### config.mk
export PLATFORM = sky130hd
export DESIGN_NAME = fcn_snapshot_sel
export DESIGN_NICKNAME = d
export VERILOG_FILES = /design/src/rtl/fcn_pkg.sv /design/src/rtl/fcn_rst_sync.sv /design/src/rtl/fcn_syndrome.sv /design/src/rtl/fcn_ctrl.sv /design/src/rtl/fcn_snap.sv /design/src/rtl/fcn_snapshot_sel.sv
export SDC_FILE = /design/constraint.sdc
export NUM_CORES = 1
export LEC_CHECK = 0
export ABC_AREA = 1
export BUFFER_PORTS_ARGS = -buffer_cell sky130_fd_sc_hd__clkbuf_2
export CAP_MARGIN = 0
export CORE_UTILIZATION = 53
export CTS_BUF_LIST = sky130_fd_sc_hd__clkbuf_8
export CTS_CLUSTER_SIZE = 28
export DETAILED_ROUTE_END_ITERATION = 8
export GPL_ROUTABILITY_DRIVEN = 0
export MAX_ROUTING_LAYER = met4
export PLACE_DENSITY_LB_ADDON = 0.2
export SLEW_MARGIN = 20
export SYNTH_ARGS = -nofsm -noshare
export SYNTH_HDL_FRONTEND = slang
export SYNTH_SLANG_ARGS = --single-unit
### constraint.sdc
create_clock -name clk -period 0.9 [get_ports clk]
set_input_delay 0 -clock clk [delete_from_list [all_inputs] [get_ports clk]]
set_output_delay 0 -clock clk [all_outputs]
set_load 0.1 [all_outputs]
### src/rtl/fcn_pkg.sv
package fcn_pkg;
  typedef enum logic {
    ST_IDLE = 1'b0,
    ST_RUN  = 1'b1
  } run_state_e;
endpackage

### src/rtl/fcn_rst_sync.sv
module fcn_rst_sync (
  input  logic clk,
  input  logic rst_n,
  output logic rst_sync_n
);
  logic stage1_q;
  logic stage2_q;

  always_ff @(posedge clk or negedge rst_n) begin
    if (!rst_n) begin
      stage1_q <= 1'b0;
      stage2_q <= 1'b0;
    end else begin
      stage1_q <= 1'b1;
      stage2_q <= stage1_q;
    end
  end

  assign rst_sync_n = stage2_q;
endmodule

### src/rtl/fcn_syndrome.sv
module fcn_syndrome #(
  parameter int N  = 12,
  parameter int M  = 6,
  parameter int CW = 3,
  parameter logic [M-1:0][N-1:0] H = '0
) (
  input  logic [N-1:0]  bits_i,
  output logic [M-1:0]  synd_o,
  output logic [CW-1:0] count_o
);
  // one parity tree per check row
  for (genvar r = 0; r < M; r++) begin : g_row
    assign synd_o[r] = ^(bits_i & H[r]);
  end

  always_comb begin
    count_o = '0;
    for (int r = 0; r < M; r++) begin
      count_o = count_o + CW'(synd_o[r]);
    end
  end
endmodule

### src/rtl/fcn_ctrl.sv
module fcn_ctrl
  import fcn_pkg::*;
#(
  parameter int MAX_ITER = 8
) (
  input  logic clk,
  input  logic rst_n,
  input  logic start_i,
  input  logic finish_i,
  input  logic valid_i,
  output logic accept_o,
  output logic close_o,
  output logic running_o
);
  localparam int IW = $clog2(MAX_ITER + 1);

  run_state_e      state_q, state_d;
  logic [IW-1:0]   iter_q, iter_d;
  logic            state_en, iter_en;

  assign running_o = (state_q == ST_RUN);
  assign accept_o  = running_o && valid_i && !start_i && (iter_q < IW'(MAX_ITER));
  assign close_o   = running_o && finish_i && !start_i;

  always_comb begin
    state_d  = state_q;
    iter_d   = iter_q;
    state_en = 1'b0;
    iter_en  = 1'b0;
    if (start_i) begin
      state_d  = ST_RUN;
      iter_d   = '0;
      state_en = 1'b1;
      iter_en  = 1'b1;
    end else begin
      if (accept_o) begin
        iter_d  = iter_q + 1'b1;
        iter_en = 1'b1;
      end
      if (close_o) begin
        state_d  = ST_IDLE;
        state_en = 1'b1;
      end
    end
  end

  always_ff @(posedge clk or negedge rst_n) begin
    if (!rst_n) begin
      state_q <= ST_IDLE;
      iter_q  <= '0;
    end else begin
      if (state_en) state_q <= state_d;
      if (iter_en)  iter_q  <= iter_d;
    end
  end
endmodule

### src/rtl/fcn_snap.sv
module fcn_snap #(
  parameter int K  = 6,
  parameter int M  = 6,
  parameter int CW = 3
) (
  input  logic          clk,
  input  logic          rst_n,
  input  logic          clear_i,
  input  logic          accept_i,
  input  logic          close_i,
  input  logic [CW-1:0] count_i,
  input  logic [K-1:0]  msg_i,
  output logic [CW-1:0] best_cnt_o,
  output logic          done_o,
  output logic [K-1:0]  out_bits_o,
  output logic [CW-1:0] out_fcn_o,
  output logic          early_o
);
  logic [CW-1:0] best_q, best_d;
  logic [K-1:0]  snap_q, snap_d;
  logic [K-1:0]  last_q, last_d;
  logic          have_q, have_d;
  logic          early_q, early_d;
  logic          done_q;
  logic [K-1:0]  obits_q, obits_d;
  logic [CW-1:0] ofcn_q, ofcn_d;
  logic          track_en, out_en, early_en;

  always_comb begin
    best_d   = best_q;
    snap_d   = snap_q;
    last_d   = last_q;
    have_d   = have_q;
    track_en = 1'b0;
    if (clear_i) begin
      best_d   = CW'(M);
      snap_d   = '0;
      last_d   = '0;
      have_d   = 1'b0;
      track_en = 1'b1;
    end else if (accept_i) begin
      last_d   = msg_i;
      track_en = 1'b1;
      if (count_i < best_q) begin
        best_d = count_i;
        snap_d = msg_i;
        have_d = 1'b1;
      end
    end
  end

  // result forwarded from next-state so a same-cycle iteration counts
  always_comb begin
    out_en  = close_i;
    obits_d = have_d ? snap_d : last_d;
    ofcn_d  = best_d;
  end

  always_comb begin
    early_d  = early_q;
    early_en = 1'b0;
    if (clear_i || close_i) begin
      early_d  = 1'b0;
      early_en = 1'b1;
    end else if (accept_i && (count_i == '0)) begin
      early_d  = 1'b1;
      early_en = 1'b1;
    end
  end

  always_ff @(posedge clk or negedge rst_n) begin
    if (!rst_n) begin
      best_q  <= CW'(M);
      snap_q  <= '0;
      last_q  <= '0;
      have_q  <= 1'b0;
    end else if (track_en) begin
      best_q  <= best_d;
      snap_q  <= snap_d;
      last_q  <= last_d;
      have_q  <= have_d;
    end
  end

  always_ff @(posedge clk or negedge rst_n) begin
    if (!rst_n) begin
      obits_q <= '0;
      ofcn_q  <= '0;
    end else if (out_en) begin
      obits_q <= obits_d;
      ofcn_q  <= ofcn_d;
    end
  end

  always_ff @(posedge clk or negedge rst_n) begin
    if (!rst_n) begin
      done_q  <= 1'b0;
      early_q <= 1'b0;
    end else begin
      done_q <= close_i;
      if (early_en) early_q <= early_d;
    end
  end

  assign best_cnt_o = best_q;
  assign done_o     = done_q;
  assign out_bits_o = obits_q;
  assign out_fcn_o  = ofcn_q;
  assign early_o    = early_q;
endmodule

### src/rtl/fcn_snapshot_sel.sv
module fcn_snapshot_sel #(
  parameter int N        = 12,
  parameter int M        = 6,
  parameter int K        = 6,
  parameter int MAX_ITER = 8,
  parameter logic [M-1:0][N-1:0] H = {12'h444, 12'h222, 12'h111,
                                      12'hF00, 12'h0F0, 12'h00F}
) (
  input  logic                     clk,
  input  logic                     rst_n,
  input  logic                     start_i,
  input  logic                     finish_i,
  input  logic                     iter_valid_i,
  input  logic [N-1:0]             iter_bits_i,
  output logic                     done_o,
  output logic [K-1:0]             out_bits_o,
  output logic [$clog2(M+1)-1:0]   out_fcn_o,
  output logic                     early_stop_o
);
  localparam int CW = $clog2(M + 1);

  logic          rst_sync_n;
  logic [M-1:0]  synd;
  logic [CW-1:0] fcn_count;
  logic [CW-1:0] best_cnt;
  logic          accept, close_cw, running;

  fcn_rst_sync u_rst (
    .clk        (clk),
    .rst_n      (rst_n),
    .rst_sync_n (rst_sync_n)
  );

  fcn_syndrome #(.N(N), .M(M), .CW(CW), .H(H)) u_synd (
    .bits_i  (iter_bits_i),
    .synd_o  (synd),
    .count_o (fcn_count)
  );

  fcn_ctrl #(.MAX_ITER(MAX_ITER)) u_ctrl (
    .clk       (clk),
    .rst_n     (rst_sync_n),
    .start_i   (start_i),
    .finish_i  (finish_i),
    .valid_i   (iter_valid_i),
    .accept_o  (accept),
    .close_o   (close_cw),
    .running_o (running)
  );

  fcn_snap #(.K(K), .M(M), .CW(CW)) u_snap (
    .clk        (clk),
    .rst_n      (rst_sync_n),
    .clear_i    (start_i),
    .accept_i   (accept),
    .close_i    (close_cw),
    .count_i    (fcn_count),
    .msg_i      (iter_bits_i[K-1:0]),
    .best_cnt_o (best_cnt),
    .done_o     (done_o),
    .out_bits_o (out_bits_o),
    .out_fcn_o  (out_fcn_o),
    .early_o    (early_stop_o)
  );
endmodule

==> results_dict.tcl <==
set metrics [dict create \
    status "complete, but fails checks" \
    violations "negative setup slack" \
    insertion_delay_to_the_later_sink_of_the_worst_skew_pair_ns 0.30 \
    setup-tns-final_ns -50.38 \
    pwr-share-seq_pct 25.6 \
    first_pass_grt_wire_length_microns 9708 \
    min_delay_path_class "in2async" \
    max_cap_viol_count 0 \
    initial_antenna_violation_count 1 \
    boundaryPins 28 \
    slowest_delay_ns 0.56 \
    layout.cells.most_common "dfrtp_1" \
    final-hold-violation-count 0 \
    multiInputGateArea_sq_um 1150 \
    area_growth_syn_to_layout_pct 65.26 \
    final_nets 315 \
    firstDrtPassIters 6 \
    layout_min_cycle_time_ns 3.334 \
    finalCritPeriodShare_pct 370.4 \
    coreArea_sq_um 3390 \
    power_per_cell_area_nw_per_um2 2404 \
    dpl.cell_count 321 \
    cp-start-kind "input pin" \
    final.setup.worst_slack_ns -2.434 \
    timing_max_transition_violations_final 0 \
    numPortBuffers 27 \
    end_kind "register" \
    worstPathCellList "clkbuf_16, xnor2_4, xor2_2, fa_1, fa_1, inv_1, ha_2, fa_2, ha_4, a21oi_4, buf_4, nand3_2, nand2_1, nand2_1, nand2_2, nand2_1, a21oi_1" \
    ys_types 31 \
    synth.yosys.warnings 0 \
    die_height_microns 61.79 \
    cp_slowest_cell "fa_1" \
    critical_path_arrival_ns 3.55 \
    cts-root-buf "clkbuf_8" \
    worst_clock_skew_ns 0.01277 \
    route.antenna.remaining_nets 0 \
    htree_num_levels 2 \
    cts.reportedPaths.clkPinSlew_ns 0.08 \
    number_of_global_route_vias_before_repair 1912 \
    drive_gt1_share_pct 52.74 \
    dp.final_hpwl_microns 3243 \
    power.static_leakage_nw 1.565 \
    via_count 2086 \
    grt_overflow 0 \
    synth_seq_cells 34 \
    mappedNetlistNets 241 \
    grt_setup_unrepaired "yes" \
    critical_path_peak_fanout 7 \
    totalWireLength_microns 7981 \
    switchingPower_mw 3.286 \
    groute.usage.overall_pct 38.33 \
    total_cts_buffers 5 \
    rows 21 \
    post-layout-total-power_mw 7.527 \
    intPower_mw 4.241 \
    fmax_mhz 300.0 \
    vdd.ir_drop.worst_mv 2.244 \
    synthCells 217 \
    critPathMostFrequentCell "nand2_1" \
    setup_viol 35 \
    synth_area_sq_um 1894 \
    filler_cell_count 103 \
    synth-seq-area-share_pct 45.05 \
    worst-endpoint-required_ns 1.11 \
    drc 0 \
    cts_tree "built" \
    power.combinational.fraction_pct 55.7 \
    cts-root-to-sink-buffers 2 \
    grt_max_degree 26 \
    area.sequential_sq_um 855.8 \
    netSwitchingFraction_pct 43.66 \
    final_cell_mix "30 x dfrtp_1, 29 x buf_4, 27 x inv_1" \
    routedWlPerCell_microns 23.54 \
    syn_area_per_cell_sq_um 8.730 \
    layout.cells.non_filler 339 \
    via_density 6.153 \
    drt_iter0_drc 262 \
    floorplan.initialDensity_pct 55.89 \
    worstSetupPathType "in2reg" \
    share_clk_of_total_power_pct 18.7 \
    overall_die_area_sq_um 3817 \
    die_w_microns 61.79 \
    clock_sinks 34 \
]
[cells in the mapped netlist]
cell type / number / share of area [%]
buf_2: 1 / 0.26
o22ai_1: 1 / 0.33
nand3_2: 1 / 0.53
inv_1: 33 / 6.5
buf_6: 4 / 2.4
nand4_1: 11 / 3.6
nor2_2: 2 / 0.66
nand3_1: 8 / 2.1
ha_1: 4 / 2.6
o211ai_2: 1 / 0.66
a22o_1: 1 / 0.46
o21ai_1: 1 / 0.26
o21ai_0: 3 / 0.79
nand2_1: 44 / 8.7
nand2_2: 5 / 1.7
dfrtp_1: 32 / 42
o21ai_2: 2 / 0.92
fa_1: 3 / 3.2
nor2_1: 19 / 3.8
conb_1: 1 / 0.20
dfstp_2: 2 / 2.8
and3_1: 5 / 1.7
a21oi_1: 9 / 2.4
xnor2_1: 11 / 5.1
a21oi_4: 1 / 0.86
inv_4: 1 / 0.33
a21oi_2: 2 / 0.92
nor2_4: 3 / 1.8
xor2_1: 4 / 1.8
clkbuf_1: 1 / 0.20
inv_2: 1 / 0.20
[state kept, by name, summed over array words and instances, names as in the netlist]
register           count
u_snap.last_q          6
u_snap.out_bits_o      6
u_snap.snap_q          6
u_ctrl.iter_q          4
u_snap.best_cnt_o      3
u_snap.out_fcn_o       3
u_ctrl.running_o       1
u_rst.rst_sync_n       1
u_rst.stage1_q         1
u_snap.done_o          1
u_snap.early_o         1
u_snap.have_q          1
[timing repair]
item	in CTS	in global routing
setup buffers	2	7
endpoints found under the hold margin	3	0
hold buffers	2	0
pin swaps	25	20
gates resized for setup	49	47
endpoints found under the setup margin	32	37
[worst max-delay path: cells and delay by family]
family	cells	cell delay [ns]
AOI/OAI and AO/OA	2	0.35
xor gates and xnor gates	2	0.40
adders and majority gates	5	1.87
buffers and inverters	3	0.44
and+or+nand+nor	5	0.47
[kinds of logic after synthesis]
group	synth area share [%]
fa+ha+maj	5.813
simple gates	24.50
buf+inv	9.907
compound gates	7.596
xor+xnor	6.935
flops	45.05
other cells	0.1980
[through the flow]
step / area [sq um] / setup slack, ns / utilization [%] / hold slack, ns
after floorplan: 1944 / -2.186 / - / -0.2956
after global placement: 2551 / -2.443 / 75.27 / -0.2134
after detailed placement: 2551 / -2.528 / 75.27 / -0.2113
after CTS: 2930 / -2.130 / 86.45 / 0.02747
after global routing: 3131 / -2.615 / 92.36 / 0.07308
final: 3131 / -2.434 / 92.36 / 0.06243
[worst paths after layout]
| path | start | endpoint | slack [ns] | cells past startpoint |
|---|---|---|---|---|
| max | iter_bits_i[8] | u_snap.out_bits_o[5] | -2.43 | 17 |
| min | rst_n | u_rst.rst_sync_n | 0.06 | 2 |
| max reg2reg | u_snap.best_cnt_o[2] | u_snap.out_bits_o[5] | -1.09 | 10 |
| min reg2reg | u_rst.rst_sync_n | u_snap.out_fcn_o[0] | 0.14 | 0 |
| max in group asynchronous | u_rst.rst_sync_n | u_ctrl.iter_q[2] | 0.34 | 1 |
| min in group clk | finish_i | u_snap.done_o | 0.15 | 4 |
[power by group through the flow]
stage          clock, mW  sequential (mW)  combinational [mW]
2_1_floorplan          0             2.51                1.31
3_3_place_gp           0             1.91                2.94
3_5_place_dp           0             1.92                3.05
4_1_cts             1.34             1.89                3.55
5_1_grt             1.43             1.94                4.35
6_report            1.41             1.93                4.19
[routing by layer]
metal / share of wire [%] / global-route usage (%) / vias to the layer above
met3: 12 / 14.49 / 75
met1: 36 / 42.03 / 949
met2: 45 / 59.75 / 233
met5: 0 / - / -
met4: 7.6 / 21.90 / 0
li1: - / - / 829
[final cells by class]
cell class	count	area share, %
timing repair buffer	73	26.34
tap	46	1.839
clock inverter	3	1.199
sequential	34	27.34
clock buffer	5	2.198
multi-input combinational	142	36.73
antenna	1	0.07994
inverter	35	4.277
(Power assumes the default switching activity.)
